`src/rtl/acq_trig_pkg.sv`:
```
package acq_trig_pkg;

  typedef enum logic [1:0] {
    ST_IDLE  = 2'd0,
    ST_ARMED = 2'd1,
    ST_RUN   = 2'd2,
    ST_GATED = 2'd3
  } trig_state_e;

  localparam logic [1:0] DIR_FALL = 2'd0;
  localparam logic [1:0] DIR_RISE = 2'd1;

  localparam logic SRC_SOFT  = 1'b0;
  localparam logic KIND_EDGE = 1'b0;

endpackage

```
`src/rtl/acq_trig_sync.sv`:
```
module acq_trig_sync #(
  parameter int STAGES = 2
) (
  input  logic clk,
  input  logic rst_n,
  input  logic async_i,
  output logic level_o,
  output logic prev_o
);
  localparam int CHAIN_W = STAGES + 1;

  logic [CHAIN_W-1:0] chain_q;

  always_ff @(posedge clk or negedge rst_n) begin
    if (!rst_n) chain_q <= '0;
    else        chain_q <= {chain_q[CHAIN_W-2:0], async_i};
  end

  assign level_o = chain_q[STAGES-1];
  assign prev_o  = chain_q[STAGES];
endmodule

```
`src/rtl/acq_trig_qual.sv`:
```
module acq_trig_qual
  import acq_trig_pkg::*;
(
  input  logic       level_i,
  input  logic       prev_i,
  input  logic [1:0] dir_i,
  output logic       edge_hit_o,
  output logic       level_act_o
);
  logic rise, fall;

  assign rise = level_i & ~prev_i;
  assign fall = ~level_i & prev_i;

  always_comb begin
    case (dir_i)
      DIR_FALL: begin edge_hit_o = fall; level_act_o = ~level_i; end
      DIR_RISE: begin edge_hit_o = rise; level_act_o = level_i;  end
      default:  begin edge_hit_o = rise | fall; level_act_o = 1'b1; end
    endcase
  end
endmodule

```
`src/rtl/acq_trig_core.sv`:
```
module acq_trig_core
  import acq_trig_pkg::*;
(
  input  logic       clk,
  input  logic       rst_n,
  input  logic       start_i,
  input  logic       stop_i,
  input  logic       cfg_src,
  input  logic       cfg_kind,
  input  logic [1:0] cfg_dir,
  input  logic       edge_hit_i,
  input  logic       level_act_i,
  output logic [1:0] dir_q_o,
  output logic       acq_en_o,
  output logic       waiting_o
);
  trig_state_e state_q, state_d;
  logic [1:0]  dir_q;
  logic        launch;

  assign launch = (state_q == ST_IDLE) && start_i;

  always_comb begin
    state_d = state_q;
    unique case (state_q)
      ST_IDLE: if (start_i) begin
        if (cfg_src == SRC_SOFT)        state_d = ST_RUN;
        else if (cfg_kind == KIND_EDGE) state_d = ST_ARMED;
        else if (cfg_dir[1])            state_d = ST_RUN;
        else                            state_d = ST_GATED;
      end
      ST_ARMED: if (edge_hit_i) state_d = ST_RUN;
      ST_RUN:   state_d = ST_RUN;
      ST_GATED: state_d = ST_GATED;
    endcase
    if (stop_i) state_d = ST_IDLE;
  end

  always_ff @(posedge clk or negedge rst_n) begin
    if (!rst_n) begin
      state_q <= ST_IDLE;
      dir_q   <= DIR_FALL;
    end else begin
      state_q <= state_d;
      if (launch) dir_q <= cfg_dir;
    end
  end

  assign dir_q_o   = dir_q;
  assign acq_en_o  = (state_q == ST_RUN) || ((state_q == ST_GATED) && level_act_i);
  assign waiting_o = (state_q == ST_ARMED) || ((state_q == ST_GATED) && !level_act_i);


  stop_to_idle_chk: assert property (@(posedge clk) disable iff (!rst_n)
    stop_i |=> (!acq_en_o && !waiting_o));


  soft_open_chk: assert property (@(posedge clk) disable iff (!rst_n)
    (launch && !stop_i && cfg_src == SRC_SOFT) |=> acq_en_o);


  edge_fire_chk: assert property (@(posedge clk) disable iff (!rst_n)
    (state_q == ST_ARMED && edge_hit_i && !stop_i) |=> (acq_en_o && !waiting_o));


  edge_hold_chk: assert property (@(posedge clk) disable iff (!rst_n)
    (state_q == ST_RUN && !stop_i) |=> acq_en_o);


  idle_quiet_chk: assert property (@(posedge clk) disable iff (!rst_n)
    (state_q == ST_IDLE && !start_i) |=> (!acq_en_o && !waiting_o));


  gate_excl_chk: assert property (@(posedge clk) disable iff (!rst_n)
    $onehot0({acq_en_o, waiting_o}));
endmodule

```
`src/rtl/acq_trigger_ctrl.sv`:
```
module acq_trigger_ctrl #(
  parameter int SYNC_STAGES = 2
) (
  input  logic       clk,
  input  logic       rst_n,
  input  logic       start_i,
  input  logic       stop_i,
  input  logic       trig_in,
  input  logic       cfg_src,
  input  logic       cfg_kind,
  input  logic [1:0] cfg_dir,
  output logic       acq_en,
  output logic       waiting
);
  logic       trig_lvl, trig_prev;
  logic       edge_hit, level_act;
  logic [1:0] dir_q;

  acq_trig_sync #(.STAGES(SYNC_STAGES)) u_sync (
    .clk     (clk),
    .rst_n   (rst_n),
    .async_i (trig_in),
    .level_o (trig_lvl),
    .prev_o  (trig_prev)
  );

  acq_trig_qual u_qual (
    .level_i     (trig_lvl),
    .prev_i      (trig_prev),
    .dir_i       (dir_q),
    .edge_hit_o  (edge_hit),
    .level_act_o (level_act)
  );

  acq_trig_core u_core (
    .clk         (clk),
    .rst_n       (rst_n),
    .start_i     (start_i),
    .stop_i      (stop_i),
    .cfg_src     (cfg_src),
    .cfg_kind    (cfg_kind),
    .cfg_dir     (cfg_dir),
    .edge_hit_i  (edge_hit),
    .level_act_i (level_act),
    .dir_q_o     (dir_q),
    .acq_en_o    (acq_en),
    .waiting_o   (waiting)
  );
endmodule

```
`config.mk`:
```
export PLATFORM = sky130hd
export DESIGN_NAME = acq_trigger_ctrl
export DESIGN_NICKNAME = d
export VERILOG_FILES = /design/src/rtl/acq_trig_pkg.sv /design/src/rtl/acq_trig_sync.sv /design/src/rtl/acq_trig_qual.sv /design/src/rtl/acq_trig_core.sv /design/src/rtl/acq_trigger_ctrl.sv
export SDC_FILE = /design/constraint.sdc
export NUM_CORES = 1
export LEC_CHECK = 0
export ABC_AREA = 1
export CAP_MARGIN = 20
export CORE_AREA = 5 5 42 44
export CTS_BUF_LIST = sky130_fd_sc_hd__clkbuf_16
export CTS_CLUSTER_SIZE = 14
export DETAILED_ROUTE_END_ITERATION = 6
export DIE_AREA = 0 0 47 49
export DONT_BUFFER_PORTS = 1
export GPL_TIMING_DRIVEN = 0
export PLACE_DENSITY = 0.49
export SETUP_SLACK_MARGIN = 0.1
export SLEW_MARGIN = 20
export SYNTH_ARGS = -nofsm -noshare
export SYNTH_HDL_FRONTEND = slang
export SYNTH_SLANG_ARGS = --single-unit
```
`constraint.sdc`:
```
create_clock -name clk -period 1.7 [get_ports clk]
set_clock_uncertainty 0.2 [all_clocks]
set_input_delay 0.34 -clock clk [delete_from_list [all_inputs] [get_ports clk]]
set_output_delay 0.34 -clock clk [all_outputs]
set_load 0.005 [all_outputs]
```
==> summary.md <==
| Metric | Value |
|---|---|
| Startpoint Class | `flip-flop` |
| NetSw | `159 uW` |
| TNS Setup | `0 ns` |
| CTS root buf | `clkbuf_16` |
| Initial antenna violation count | `0` |
| Clock network power share | `between 50% and 60%` |
| Final setup fails | `0` |
| Final hold vios | `0` |
| Post-route cell area | `approximately 500 um2` |
| CP bufs+invs | `0` |
| Final max-slew violation count | `0` |
| Net Count, Synth | `58` |
| Share of cells above drive strength 1 | `between 15 and 20%` |
| NumNets Final | `65` |
| CP Max Fanout | `4` |
| Worst-path cell chain | `xor2_1 > nand3_1 > nand2_2` |
| Total wire length | `703 um` |
| H-tree depth | `1` |
| Via density | `around 4.6` |
| Total GRT Usage | `7.74%` |
| Hold WC Path Type | `in2reg` |
| Worst-Margin Slew | `a little over 0.3 ns` |
| Routed WL per cell | `slightly above 10 um` |
| Die Ht | `approximately 50 um` |
| Power Internal | `532 uW` |
| Pwr Density | `1350 nW/um2` |
| Post-DP HPWL | `582 um` |
| Fin cells | `69` |
| Setup crit end kind | `output port` |
| Crit Path Class | `reg2out` |
| Input/output buffers | `0` |
| Synth Register Bits | `7` |
| Leakage | `0.263 nW` |
| CP required | `approximately 1.2 ns` |
| TritonCTS clock tree | `yes` |
| Row count | `14` |
| Delay-heaviest family, CP | `flip-flops` |
| Inserted Diodes | `0` |
| Largest net degree at the start of global routing | `8` |
| Ys Warns | `0` |
| Final Core Density | `36.4%` |
| DP Area | `between 400 and 500 um2` |
| Combinational power share | `13.6%` |
| Chip Width | `47 um` |
| Routability cong. | `0.641` |
| Slowest Stage Delay on Critical Path | `0.40 ns` |
| Fin worst setup slack | `0.134 ns` |
| F_max | `638 MHz` |
| Residual DRC | `0` |
| Seq pwr share | `between 30% and 40%` |
| Endpoint arrival time on the critical path | `1.03 ns` |
| Post-CTS Repair Setup Buffers | `0` |
| Post-Syn Instances | `47` |
| Rel. slew slack | `79.5%` |
| Worst slack, placed | `around 0.25 ns` |
| Post-synthesis sequential area ratio | `45.0%` |
| Clk slew on worst S/H paths | `0.03 ns` |
| Starting Density | `between 20% and 30%` |
| DIE AREA | `2300 um2` |
| Bufs on Longest Clock Path | `2` |
| Status | `complete, no violations` |
| Initial drt markers | `9` |
| Mapped Avg Cell Area | `8.28 um2` |
| Final period util | `92.1%` |
| Io pins | `11` |
| Placeable Area | `1400 um2` |
| Worst skew pair latency | `0.23 ns` |
| Via count | `314` |
| Total gr overflow | `0` |
| Worst-path cell with the longest stage delay | `dfrtp_1` |
| CTS buffer count | `3` |
| Min Hold Slack | `between 0.06 and 0.07 ns` |
| Total power | `691 uW` |
| ANT nets after route | `0` |
| Area delta synth->final | `31.2%` |
| Global-route wire length before repair | `around 1300 um` |
| Count of cell types in the netlist | `17` |
| Max_cap viols | `0` |
| DP Cell Count | `between 60 and 70` |
| Fraction of power spent switching nets | `approximately 23%` |
| RSZ-0062 raised after global routing | `true` |
| 1st-pass router iterations | `2` |
| VDD IR max | `between 0.6 and 0.7 mV` |
| Synth Cell Area | `~390 um2` |
| Min cycle time layout | `1.57 ns` |
| Num Clock Sinks | `7` |
| Vias in the first global route | `322` |
[cell families (layout without fill, tap and decap cells)]
| logic type | count (synthesis) | in the layout | synth area share, % |
|---|---|---|---|
| buf+inv | 6 | 12 | 5.79 |
| compound gates | 5 | 5 | 8.68 |
| simple gates | 26 | 26 | 31.8 |
| fa+ha+maj | 2 | 2 | 6.43 |
| flops | 7 | 7 | 45.0 |
| xor+xnor | 1 | 1 | 2.25 |
[repair_timing]
item,CTS,global route
resized for setup,0,1
setup endpoints to repair,0,2
hold buffers,2,0
endpoints found under the hold margin,8,0
[path summary, 6_finish.rpt]
check / slack (ns) / cells after the start / from / to
min in group asynchronous: 0.24 / 1 / rst_n / u_core.dir_q_o[0]
worst max register to register: 0.26 / 5 / u_sync.chain_q[1] / u_core.state_q[0]
worst min-delay path: 0.06 / 2 / cfg_dir[0] / u_core.dir_q_o[0]
max in group asynchronous: 0.83 / 1 / rst_n / u_sync.chain_q[2]
worst max-delay path: 0.13 / 3 / u_sync.chain_q[1] / waiting
worst min register to register: 0.14 / 0 / u_sync.chain_q[0] / u_sync.chain_q[1]
[sequential cells by signal, summed over array words and instances (netlist names)]
name,flops
u_core.state_q,2
u_sync.chain_q,3
u_core.dir_q_o,2
[Yosys cell counts]
cell	instances	area, um2
a21oi_2	1	8.76
nand4_1	1	6.26
a31oi_1	1	6.26
nand3_2	1	10.0
and3_1	1	6.26
or2_1	1	6.26
o21ai_2	1	8.76
nand3_1	4	20.0
nor2_4	1	11.3
a21oi_1	1	5.00
nand2_1	12	45.0
o21ai_1	1	5.00
dfrtp_1	7	175
xor2_1	1	8.76
ha_1	2	25.0
nor2_1	5	18.8
inv_1	6	22.5
[per-layer routing]
metal,track usage (%),up-vias,part of all wire (%),wire [um]
met2,9.05,7,43,303
li1,-,163,-,-
met1,10.4,142,47,328
met3,2.95,2,8.1,57
met4,6.91,0,2.0,14
met5,0,-,0,0
[power groups by stage]
stage                     registers, mW  logic [mW]  clock network, mW
final                             0.212      0.0942              0.384
after global routing              0.217       0.111              0.401
after CTS                         0.213      0.0944              0.392
after detailed placement          0.215      0.0875                  0
after global placement            0.214      0.0884                  0
after floorplan                   0.210      0.0744                  0
[cells in the final DEF, fill, tap and decap left out]
| cell | instances |
|---|---|
| nand2_1 | 11 |
| inv_1 | 7 |
| dfrtp_1 | 7 |
| nor2_1 | 5 |
| nand3_1 | 4 |
| clkbuf_16 | 3 |
| ha_1 | 2 |
| dlygate4sd3_1 | 2 |
| xor2_1 | 1 |
| a31oi_1 | 1 |
| nand2_2 | 1 |
| nor2_4 | 1 |
| a21oi_2 | 1 |
| o21ai_1 | 1 |
| or2_1 | 1 |
| a21oi_1 | 1 |
| and3_1 | 1 |
| nand3_2 | 1 |
| nand4_1 | 1 |
| o21ai_2 | 1 |
[layout make-up]
cell class	count	area, um2
fillers	143	891
multi-input cells	34	194
flip-flops and latches	7	175
clock buffers	3	75.1
inverters	6	22.5
repair buffers	2	20.0
well taps	16	20.0
clock inverters	1	3.75
Note: power is estimated with default switching activity, not from simulation.
